## config.mk

```make
export PLATFORM = sky130hd
export DESIGN_NAME = flag_alu
export DESIGN_NICKNAME = d
export VERILOG_FILES = /design/src/rtl/falu_pkg.sv /design/src/rtl/falu_arith.sv /design/src/rtl/falu_logic.sv /design/src/rtl/falu_flags.sv /design/src/rtl/flag_alu.sv
export SDC_FILE = /design/constraint.sdc
export NUM_CORES = 1
export LEC_CHECK = 0
export BUFFER_PORTS_ARGS = -buffer_cell sky130_fd_sc_hd__buf_4
export CORE_ASPECT_RATIO = 1.75
export CORE_MARGIN = 5
export CORE_UTILIZATION = 57
export DETAILED_ROUTE_END_ITERATION = 12
export PLACE_DENSITY = 0.78
export SYNTH_ARGS = -nofsm -noshare
export SYNTH_HDL_FRONTEND = slang
export SYNTH_SLANG_ARGS = --single-unit
export TNS_END_PERCENT = 20
```

## constraint.sdc

```tcl
create_clock -name vclk -period 9.5
set_input_delay 1.9 -clock vclk [all_inputs]
set_output_delay 1.9 -clock vclk [all_outputs]
set_load 0.005 [all_outputs]
```

## src/rtl/falu_pkg.sv

```systemverilog
package falu_pkg;

  localparam int OP_W   = 5;
  localparam int CTRL_W = OP_W + 1;

  typedef enum logic [OP_W-1:0] {
    OP_ZERO   = 5'b00000,
    OP_ONE    = 5'b00001,
    OP_ONES   = 5'b00010,
    OP_PASS_A = 5'b00011,
    OP_NOT_A  = 5'b00100,
    OP_NOT_B  = 5'b00101,
    OP_ADD    = 5'b00110,
    OP_SUB    = 5'b00111,
    OP_AND    = 5'b01000,
    OP_OR     = 5'b01001,
    OP_PASS_B = 5'b01010,
    OP_XOR    = 5'b01011,
    OP_SHL    = 5'b01100,
    OP_SHR    = 5'b01101,
    OP_ASR    = 5'b01110
  } falu_op_e;

  localparam logic [OP_W-1:0] FIRST_UNUSED = 5'b01111;

endpackage

```

## src/rtl/falu_arith.sv

```systemverilog
module falu_arith
  import falu_pkg::*;
#(
  parameter int WIDTH = 32
) (
  input  falu_op_e         op,
  input  logic [WIDTH-1:0] a,
  input  logic [WIDTH-1:0] b,
  input  logic             cin,
  output logic [WIDTH-1:0] sum,
  output logic             cout,
  output logic             ovf,
  output logic             hit
);
  localparam int MSB = WIDTH - 1;

  logic [WIDTH-1:0] x, y;
  logic             ci;
  logic [WIDTH:0]   wide;

  // Operand steering: every adder-based code shares one carry chain.
  always_comb begin
    x   = '0;
    y   = '0;
    ci  = 1'b0;
    hit = 1'b1;
    case (op)
      OP_ADD:    begin x = a;  y = b;  ci = cin;  end
      OP_SUB:    begin x = a;  y = ~b; ci = 1'b1; end
      OP_PASS_A: begin x = a;  y = '0; ci = cin;  end
      OP_PASS_B: begin x = '0; y = b;  ci = cin;  end
      default:   hit = 1'b0;
    endcase
  end

  assign wide = {1'b0, x} + {1'b0, y} + {{WIDTH{1'b0}}, ci};
  assign sum  = wide[MSB:0];
  assign cout = hit & wide[WIDTH];
  assign ovf  = hit & (x[MSB] == y[MSB]) & (wide[MSB] != x[MSB]);

endmodule

```

## src/rtl/falu_logic.sv

```systemverilog
module falu_logic
  import falu_pkg::*;
#(
  parameter int WIDTH = 32
) (
  input  falu_op_e         op,
  input  logic [WIDTH-1:0] a,
  input  logic [WIDTH-1:0] b,
  input  logic             cin,
  output logic [WIDTH-1:0] res,
  output logic             cout
);
  localparam int MSB = WIDTH - 1;

  always_comb begin
    res  = '0;
    cout = 1'b0;
    case (op)
      OP_ZERO:  res = '0;
      OP_ONE:   res = WIDTH'(1);
      OP_ONES:  res = '1;
      OP_NOT_A: res = ~a;
      OP_NOT_B: res = ~b;
      OP_AND:   res = a & b;
      OP_OR:    res = a | b;
      OP_XOR:   res = a ^ b;
      OP_SHL:   begin res = {a[MSB-1:0], cin}; cout = a[MSB]; end
      OP_SHR:   begin res = {cin, a[MSB:1]};   cout = a[0];   end
      OP_ASR:   begin res = {a[MSB], a[MSB:1]}; cout = a[0];  end
      default:  res = '0;
    endcase
  end

endmodule

```

## src/rtl/falu_flags.sv

```systemverilog
module falu_flags #(
  parameter int WIDTH = 32
) (
  input  logic [WIDTH-1:0] res,
  output logic             neg,
  output logic             zero
);
  assign neg  = res[WIDTH-1];
  assign zero = ~|res;
endmodule

```

## src/rtl/flag_alu.sv

```systemverilog
module flag_alu
  import falu_pkg::*;
#(
  parameter int WIDTH = 32
) (
  input  logic [WIDTH-1:0]  opnd_a,
  input  logic [WIDTH-1:0]  opnd_b,
  input  logic [CTRL_W-1:0] ctrl,
  output logic [WIDTH-1:0]  result,
  output logic              flag_c,
  output logic              flag_n,
  output logic              flag_z,
  output logic              flag_v
);
  falu_op_e         op;
  logic             cin;
  logic [WIDTH-1:0] ar_sum, lg_res;
  logic             ar_c, ar_v, ar_hit, lg_c;

  assign op  = falu_op_e'(ctrl[CTRL_W-1:1]);
  assign cin = ctrl[0];

  falu_arith #(.WIDTH(WIDTH)) arith_i (
    .op(op), .a(opnd_a), .b(opnd_b), .cin(cin),
    .sum(ar_sum), .cout(ar_c), .ovf(ar_v), .hit(ar_hit)
  );

  falu_logic #(.WIDTH(WIDTH)) logic_i (
    .op(op), .a(opnd_a), .b(opnd_b), .cin(cin),
    .res(lg_res), .cout(lg_c)
  );

  assign result = ar_hit ? ar_sum : lg_res;
  assign flag_c = ar_hit ? ar_c : lg_c;
  assign flag_v = ar_hit & ar_v;

  falu_flags #(.WIDTH(WIDTH)) flags_i (
    .res(result), .neg(flag_n), .zero(flag_z)
  );

  always_comb begin
    if (ctrl[CTRL_W-1:1] == OP_ONE) begin

      const_one_chk: assert (result == WIDTH'(1) && !flag_c && !flag_v);
    end
    if (ctrl[CTRL_W-1:1] == OP_PASS_B) begin

      inc_b_chk: assert ({flag_c, result} == ({1'b0, opnd_b} + {{WIDTH{1'b0}}, cin}));
    end
    if (ctrl[CTRL_W-1:1] == OP_SUB) begin

      sub_carry_chk: assert (flag_c == (opnd_a >= opnd_b));
    end
    if (ctrl[CTRL_W-1:1] >= FIRST_UNUSED) begin

      unused_code_chk: assert (result == '0 && flag_z && !flag_c && !flag_v && !flag_n);
    end
    if (ctrl[CTRL_W-1:1] == OP_AND || ctrl[CTRL_W-1:1] == OP_XOR ||
        ctrl[CTRL_W-1:1] == OP_SHL || ctrl[CTRL_W-1:1] == OP_ASR) begin

      no_overflow_chk: assert (!flag_v);
    end
  end

endmodule

```

# Yosys cells after proc, flatten, opt, wreduce, memory -nomap -nowiden
# Cells that the tools add are included.
# totals
input_bits	70
out_inout_bits	36
reg_bits	0
latch_bits	0
wordCells	42
mem_bits_ro	0
memories	0
ram_bits	0
# op_classes
n_addsub	2
n_lt_le_gt_ge	0
n_mul	0
shift	0
bitwise_logic	9
eq_ne	16
div	0
n_reduce_logical	7
muxes	8
# ops
operator	count
32-bit one-hot mux with 10 select lines	1
32-bit two-way mux	2
32-bit NOT	2
32-bit one-hot mux with 2 select lines	1
5-bit by 4-bit equality test with 1-bit output, second input constant	7
32-bit by 32-bit adder with 33-bit output	1
33-bit by 1-bit adder with 33-bit output	1
32-bit bitwise AND	1
32-bit bitwise OR	1
32-bit OR reduction	1
32-bit bitwise XOR	1
5-bit by 3-bit equality test with 1-bit output, second input constant	4
5-bit by 2-bit equality test with 1-bit output, second input constant	2
3-bit OR reduction	2
5-bit by 1-bit equality test with 1-bit output, second input constant	1
1-bit bitwise AND	4
1-bit one-hot mux with 2 select lines	2
2-bit OR reduction	2
4-bit OR reduction	1
1-bit two-way mux	2
1-bit equality test	1
1-bit logical NOT	1
1-bit inequality test	1

# Longest topological paths before layout
# Gate-level depths: netlist (run 1).
# depth
word_depth	8
depth_mapped	20
mapped_depth_nobuf	17

# Cells and area by module
# Synthesis (run 1) repeated with hierarchy kept, for this count alone.
# hier_totals
cells_unflattened	844
area_unflattened_um2	5911.9
# modules_own_cells
mod	instances	area_each_um2	cells_each	seq_area_each_um2
falu_logic	1	2841.5	411	0.0
falu_arith	1	2432.3	383	0.0
flag_alu	1	558.0	38	0.0
falu_flags	1	80.1	12	0.0

# Worst setup path before layout (run 1)
# No wires, ideal clock.
# synth_timing
kind	input-to-output
start	input ctrl[4]
end	output flag_z
required_ns	7.600
slack_ns	1.357
stages	20
arrival_time_ns	6.243
path_buffers	4
path_cell_list	buf_2 -> clkbuf_1 -> clkbuf_1 -> xnor2_1 -> nor3_1 -> clkbuf_1 -> a21oi_1 -> fa_1 -> inv_1 -> fa_1 -> a21o_1 -> nand3_1 -> a211oi_1 -> nor3_1 -> o41ai_1 -> xor2_1 -> a2111o_1 -> nor4_1 -> nand4b_1 -> nor4_2
# synth_between
elab_chain_cells	8
word_cells_on_any_way	28
classes_between	add/sub: 2; eq/ne: 14; mux: 6; reduce/logical: 6
# synth_rtl
element	line_no	rtl
from (decl)	flag_alu.sv:8	input logic [CTRL_W-1:0] ctrl,
5-bit by 4-bit equality test with 1-bit output (tied with other cells)	falu_arith.sv:27	case (op)
2-bit OR reduction (no line) or 3-bit OR reduction (tied branches)	n/a	
32-bit one-hot mux with 2 select lines or 32-bit two-way mux (tied branches)	falu_arith.sv:27	
32-bit by 32-bit adder with 33-bit output	falu_arith.sv:36	assign wide = {1'b0, x} + {1'b0, y} + {{WIDTH{1'b0}}, ci};
33-bit by 1-bit adder with 33-bit output	falu_arith.sv:36	
32-bit two-way mux (*)	flag_alu.sv:33	assign result = ar_hit ? ar_sum : lg_res;
32-bit OR reduction (*)	falu_flags.sv:9	assign zero = ~|res;
1-bit logical NOT (*)	falu_flags.sv:9	
to (decl)	flag_alu.sv:12	output logic flag_z,
# Mark *: on every way between the ends. The rest lies on a longest branch, timed or not.

# Worst setup path after layout (run 1)
# Same ends and word-level chain as after synthesis.

==> impl_results.md, run 1 <==
* Seq/Total Area, Yosys at 0%
* CTS Hold Buffers Added at 0
* Post-Synth Simple-Gate Area at 30.2%
* Gate count after technology mapping at 886
* Post-synthesis share of cell area spent on xor and xnor gates at under 10%
* Leftover overflow at the end of global routing at 0
* Final period util at about 94%
* Relative slew slack at 11.1%
* Number of detailed-route iterations in the first pass at 6
* Setup_tns at 0 ns
* Distinct cells, synth at 72
* Cell leakage power at 3.00 nW
* Worst path top cell family by delay: simple AND/OR/NAND/NOR gates
* Number of remaining DRC errors at 0
* Detailed router's first-iteration violation count at 1,063
* Critical Path Slowest Stage Cell: sky130_fd_sc_hd__a221oi_1
* Die extent in y at 142 µm
* Final weighted congestion of routability-driven global placement at 1.10
* CP max stage delay at 0.65 ns
* Die width at between 80 and 90 µm
* Fraction of the mapped netlist area in compound gates at between 30% and 40%
* Core area at between 9000 and 10,000 µm²
* Fin crit period at 8.94 ns
* Vias at roughly 8,000
* Max Fanout on Critical Path at between 50 and 60
* Post-Syn Nets at around 1,100
* FMAX at 112 MHz
* Total count of max-transition violations in the final report at 0
* Total power consumption of the routed design at between 0.0002 and 0.00025 W
* Warning count from the yosys run at 0
* Post-synthesis to final-layout area growth at 14.2%
* Total number of sequential cells at 0
* Die footprint at ~12,000 µm²
* Worst path cell trace: buf_4, nor3b_1, nand3_1, buf_4, o21ai_0, ha_1, and2_1, a221oi_1, a21oi_1, o21ai_0, a211oi_1, nor3_1, nand4_1, nor4_1, nand4b_1, nor4_2, buf_4
* Worst Setup End Kind: primary output
* Pin slew with the least headroom to its limit at about 1.3 ns
* Overall global routing resource usage at 42.2%
* Initial standard-cell utilization of the core at 57.9%
* Wire length of the first global-routing pass at approximately 41,000 µm
* Number of max-capacitance violations reported at 0
* Power Density at roughly 34 nW/µm²
* Setup Buffers After CTS at 0
* Total half-perimeter wirelength after legalization and detailed placement at 20,000 µm
* Most area-consuming cells after synthesis: sky130_fd_sc_hd__ha_1 21%, sky130_fd_sc_hd__o21ai_0 7.7%, sky130_fd_sc_hd__nand2_1 5.2%, sky130_fd_sc_hd__inv_1 5.0%, sky130_fd_sc_hd__nor4_1 4.7%
* Required time of the critical path at 7.60 ns
* Area share of fa/ha/maj cells after synthesis at 21.5%
* # IOs at between 100 and 150
* Outcome: completed
* Multiplexer fraction of the synthesized cell area at less than 1%
* Fin. Hold Viols at 0
* Start-to-end type of the worst setup path: in2out
* Detailed-route wire length per cell at roughly 25 µm
* Row count at 48
* Element type at the critical path start: input pin
* Detailed Route WL at about 26,000 µm
* Mean instance size in the synthesized netlist at roughly 6.4 µm²
* Library cell appearing most often on the critical path: sky130_fd_sc_hd__buf_4
* Final #Nets at ~1,100
* Synth area leader: sky130_fd_sc_hd__ha_1
* Gates resized, CTS repair at 0
* Netlist Area Pre-Place at 5710 µm²
* Number of global-route vias before repair at approximately 7,500
* Crit path arrival time at between 7 and 8 ns
* Number of I/O port buffers at between 100 and 150
* Final number of setup-violating endpoints at 0
* Average vias per placed instance at 7.34
* Fraction of layout cells with a size suffix above 1 at between 10% and 20%
* Class of the worst hold path: in2out
* Max IR drop VDD at between 0.03 and 0.04 mV
* Cell with the most instances after synthesis: sky130_fd_sc_hd__ha_1
* # clk buffers at 0
* Unrepaired setup endpoints after global routing: no
* Most used standard cells in the synthesized netlist: 95 x sky130_fd_sc_hd__ha_1, 88 x sky130_fd_sc_hd__o21ai_0, 79 x sky130_fd_sc_hd__nand2_1, 76 x sky130_fd_sc_hd__inv_1, 56 x sky130_fd_sc_hd__nor2_1
* Largest family of logic cells by synthesized area: compound AO/OA/AOI/OAI gates
* Largest net degree at the start of global routing at 57
* Count of nets left with antenna violations after detail routing at 0
* Proportion of netlist area held by the largest area contributor at 20.8%
* Number of buffer and inverter stages on the critical path at 3
* Number of antenna violations at the first check in global routing at 0
* Sequential standard cell area at 0 µm²
cell usage in the layout (no fill, tap or decap), types with 8 or more instances in the layout:
cell                          n
sky130_fd_sc_hd__a211oi_1     9
sky130_fd_sc_hd__a22o_1       8
sky130_fd_sc_hd__and3_1      11
sky130_fd_sc_hd__o211ai_1     8
sky130_fd_sc_hd__nor3_1      27
sky130_fd_sc_hd__xnor2_1      8
sky130_fd_sc_hd__a22oi_1      9
sky130_fd_sc_hd__o21a_1      11
sky130_fd_sc_hd__a221oi_1     9
sky130_fd_sc_hd__nor3b_1     10
sky130_fd_sc_hd__o22ai_1     16
sky130_fd_sc_hd__ha_1        95
sky130_fd_sc_hd__nand3_1     24
sky130_fd_sc_hd__and2_1      10
sky130_fd_sc_hd__nand2_1     79
sky130_fd_sc_hd__o21ai_0     88
sky130_fd_sc_hd__o31ai_1      8
sky130_fd_sc_hd__inv_1       76
sky130_fd_sc_hd__nor2_1      55
sky130_fd_sc_hd__nand4_1     14
sky130_fd_sc_hd__o2bb2ai_1   11
sky130_fd_sc_hd__nor4_1      43
sky130_fd_sc_hd__buf_4      120
sky130_fd_sc_hd__nand2b_1    10
sky130_fd_sc_hd__a21oi_1     49
final cells by class:
type	count	area (µm²)
Fill cell	956	3340
Timing Repair Buffer	122	926
Antenna cell	1	2.50
Tap cell	125	156
Multi-Input combinational cell	742	5140
Inverter	76	285
report_power, final:
| part | internal, W | total (W) | leakage [nW] | switching [W] |
|---|---|---|---|---|
| combinational | 0.0000876 | 0.000224 | 3.00 | 0.000136 |
| clock | 0.0000000000000772 | 0.0000000000000805 | 0.00000328 | 0 |
| sequential | 0 | 0 | 0 | 0 |
| total | 0.0000876 | 0.000224 | 3.00 | 0.000136 |
cell families (layout without fill, tap and decap cells):
kind of cell,count (synthesis),after routing
AND/OR/NAND/NOR,326,326
AO/OA/AOI/OAI,301,301
adder cells (fa/ha/maj),97,97
multiplexers,4,4
buffers and inverters,144,198
other,0,1
XOR/XNOR,14,14
layer usage:
layer,track usage (%),up-vias,routed length [µm]
li1,-,3456,-
met1,43.8,3547,8320
met2,72.4,640,12500
met3,8.46,183,2780
met4,33.6,0,2730
met5,0,-,0
stage by stage:
| step | util, % | cells | instance area [µm²] | hold slack, ns | setup slack (ns) |
|---|---|---|---|---|---|
| after floorplan | - | 886 | 5710 | 3.92 | 1.36 |
| after global placement | 66.0 | 1064 | 6500 | 4.16 | 0.871 |
| after detailed placement | 66.0 | 1064 | 6500 | 4.17 | 0.736 |
| after CTS | 66.0 | 1064 | 6500 | 4.18 | 0.717 |
| after global routing | 66.1 | 1065 | 6510 | 4.22 | 0.0974 |
| final | 66.1 | 1066 | 6510 | 4.18 | 0.564 |
path summary, 6_finish.rpt:
path                  cells after the start   endpoint     from
worst min-delay path                      4  result[0]  ctrl[0]
worst max-delay path                     17     flag_z  ctrl[4]
tightest hold or removal path, cell delays in order:
cell	delay, ns
sky130_fd_sc_hd__buf_4	0.10
sky130_fd_sc_hd__a221oi_1	0.11
sky130_fd_sc_hd__nand2_1	0.07
sky130_fd_sc_hd__buf_4	0.10
(Power assumes the default switching activity.)
==> run 2, diff against run 1 <==
ABC_AREA = 1   (was default)
CORE_MARGIN = default   (was 5)
CORE_UTILIZATION = 60   (was 57)
PLACE_DENSITY = 0.81   (was 0.78)
==> impl_results.md, run 2 <==
* Cell internal power dissipation at 0.0000748 W (-15%)
* CTS Hold Buffers Added at 0 (unchanged)
* Portion of total power attributed to sequential cells at 0% (unchanged)
* Setup Buffers After CTS at 0 (unchanged)
* Gates resized, CTS repair at 0 (unchanged)
* Library cell appearing most often on the critical path: sky130_fd_sc_hd__nand2_1
* Crit path arrival time at 5.71 ns (-1.33 ns)
* Cell leakage power at 4.26 nW (+42%)
* Outcome: completed
* Critical Path Slowest Stage Cell: sky130_fd_sc_hd__nor2_2
* Die extent in y at 135 µm (-5.3%)
* Die footprint at 10,500 µm² (-14%)
* Number of max-capacitance violations reported at 0 (unchanged)
* Max Fanout on Critical Path at 21 (-63%)
* Warning count from the yosys run at 0 (unchanged)
* Post-Syn Nets at 1,396 (+33%)
* Wire length of the first global-routing pass at 40,400 µm (-0.90%)
* Most frequent standard cell in the layout excluding fill and tap cells: sky130_fd_sc_hd__nand2_1
* Total half-perimeter wirelength after legalization and detailed placement at 19,500 µm (-2.4%)
* Switching Fraction at 61.0% (+0.11 points)
* Fin. Hold Viols at 0 (unchanged)
* Average vias per placed instance at 5.91 (-19%)
* Vias at 8,476 (+8.3%)
* Worst path cell trace: buf_4, inv_2, nand3_1, nor2_2, buf_4, nand2_1, o21ai_0, ha_1, nand2_1, inv_1, nand2_1, nand2_1, a21oi_1, nor2_1, nor2_1, nand3_1, nand3_1, nand4_1, nor2_1, nand2_1, nor2_1, buf_4
* Largest net degree at the start of global routing at 34 (-40%)
* Unrepaired setup endpoints after global routing: no
* Diodes inserted at 0 (-1)
* Clock power frac at 0% (unchanged)
* Post-Place Setup Slack at 2.07 ns (+1.33 ns)
* Required time of the critical path at 7.60 ns (about the same)
* Pin slew with the least headroom to its limit at 1.38 ns (+0.0768 ns)
* # IOs at 106 (unchanged)
* Netlist Area Pre-Place at 6050 µm² (+6.0%)
* Final weighted congestion of routability-driven global placement at 1.04 (-5.5%)
* Distinct cells, synth at 35 (-51%)
* Total count of max-transition violations in the final report at 0 (unchanged)
* Final #Nets at 1,477 (+33%)
* FMAX at 131 MHz (+17%)
* Most used standard cells in the synthesized netlist: 434 x sky130_fd_sc_hd__nand2_1, 214 x sky130_fd_sc_hd__inv_1, 171 x sky130_fd_sc_hd__nor2_1, 95 x sky130_fd_sc_hd__ha_1, 73 x sky130_fd_sc_hd__nand3_1
* Fin worst setup slack at 1.89 ns (+1.32 ns)
* Number of remaining DRC errors at 0 (unchanged)
* Overall global routing resource usage at 49.3% (+7.2 points)
* CP max stage delay at 0.73 ns (+0.08 ns)
* Row count at 48 (unchanged)
* Setup_tns at 0 ns (unchanged)
* Synth area leader: sky130_fd_sc_hd__nand2_1
* Fin crit period at 7.61 ns (-1.32 ns)
* Initial standard-cell utilization of the core at 61.4% (+3.5 points)
* Element type at the critical path start: input pin
* Switching power total at 0.000117 W (-14%)
* Commonest non-fill, non-tap cells in the layout: 434 x sky130_fd_sc_hd__nand2_1, 214 x sky130_fd_sc_hd__inv_1, 170 x sky130_fd_sc_hd__nor2_1, 112 x sky130_fd_sc_hd__buf_4, 95 x sky130_fd_sc_hd__ha_1
* Count of nets left with antenna violations after detail routing at 0 (unchanged)
* Max IR drop VDD at 0.0206 mV (-48%)
* Power Density at 27.8 nW/µm² (-19%)
* Post-synthesis to final-layout area growth at 14.1% (about the same)
* Start-to-end type of the worst setup path: in2out
* Number of antenna violations at the first check in global routing at 0 (unchanged)
* Detailed router's first-iteration violation count at 790 (-26%)
* Number of detailed-route iterations in the first pass at 6 (unchanged)
* Detailed Route WL at 25,000 µm (-5.1%)
* Most area-consuming cells after synthesis: sky130_fd_sc_hd__nand2_1 27%, sky130_fd_sc_hd__ha_1 20%, sky130_fd_sc_hd__inv_1 13%, sky130_fd_sc_hd__nor2_1 11%, sky130_fd_sc_hd__nand3_1 6.0%
* Seq/Total Area, Yosys at 0% (unchanged)
* Proportion of netlist area held by the largest area contributor at 26.9% (+6.1 points)
* # clk buffers at 0 (unchanged)
* Total number of sequential cells at 0 (unchanged)
* Class of the worst hold path: in2out
* Gate count after technology mapping at 1,229 (+39%)
* Fraction of layout cells with a size suffix above 1 at 10.2% (-4.2 points)
* Number of I/O port buffers at 106 (unchanged)
* Cell with the most instances after synthesis: sky130_fd_sc_hd__nand2_1
* Core area at 9850 µm² (unchanged)
* Detailed-route wire length per cell at 17.4 µm (-29%)
* Number of global-route vias before repair at 8,198 (+8.7%)
* Mean instance size in the synthesized netlist at 4.92 µm² (-24%)
* Final core utilization at 70.0% (+3.9 points)
* Power share of the combinational group at 100.0% (about the same)
* Final number of setup-violating endpoints at 0 (unchanged)
* Worst Setup End Kind: primary output
* Die width at 77.9 µm (-9.0%)
* Sequential standard cell area at 0 µm² (unchanged)
* Relative slew slack at 7.88% (-3.2 points)
* Final period util at 80.1% (-14 points)
* Leftover overflow at the end of global routing at 0 (unchanged)
==> run 2: changes by cell type after synthesis, moves of 14 or more <==
cell	previous run	this run
sky130_fd_sc_hd__nor3_1	28	14
sky130_fd_sc_hd__nor4_1	43	0
sky130_fd_sc_hd__nand3_1	24	73
sky130_fd_sc_hd__a21oi_1	49	34
sky130_fd_sc_hd__clkbuf_1	52	13
sky130_fd_sc_hd__nor2_1	56	171
sky130_fd_sc_hd__o21ai_0	88	55
sky130_fd_sc_hd__inv_1	76	214
sky130_fd_sc_hd__nand2_1	79	434
==> run 2: power groups by stage <==
stage                     Combinational, W  Sequential (W)  Clock [W]
after global placement            0.000181               0          0
final                             0.000191               0          0
after CTS                         0.000184               0          0
after floorplan                  0.0000962               0          0
after detailed placement          0.000183               0          0
after global routing              0.000210               0          0
==> run 2: cell families after synthesis <==
logic type	Yosys count	synth area share (%)
and+or+nand+nor	734	49.4
buffers and inverters	254	16.3
AOI/OAI and AO/OA	141	13.5
adders and majority gates	97	20.3
xor gates and xnor gates	3	0.435
==> run 2: routing by layer <==
layer | GRT usage [%] | wire, µm | vias up
li1 | - | - | 4014
met4 | 49.7 | 2900 | 0
met1 | 46.1 | 7900 | 3711
met3 | 12.5 | 2200 | 219
met2 | 84.7 | 12000 | 532
met5 | 0 | 0 | -
==> run 2: worst paths after layout <==
| kind | from | end | slack [ns] | cells past startpoint |
|---|---|---|---|---|
| hold / removal | opnd_a[2] | result[1] | 4.19 | 4 |
| setup / recovery | ctrl[5] | flag_z | 1.89 | 22 |
==> run 2: through the flow <==
stage	hold WS [ns]	cells	area, µm²	total power (W)
final	4.19	1433	6900	0.000191
after floorplan	3.94	1229	6050	0.0000962
after CTS	4.18	1433	6900	0.000184
after detailed placement	4.18	1433	6900	0.000183
after global routing	4.20	1433	6900	0.000210
after global placement	4.18	1433	6900	0.000181
==> run 2: layout make-up <==
class / count / area (µm²)
multi-input cells: 975 / 5070
inverters: 221 / 830
fillers: 985 / 2950
repair buffers: 112 / 841
well taps: 125 / 156
==> run 2: critical path: cells and delay by family <==
family	cells	cell delay, ns
buf+inv	5	0.77
fa+ha+maj	1	0.35
compound gates	2	0.30
simple gates	14	2.38
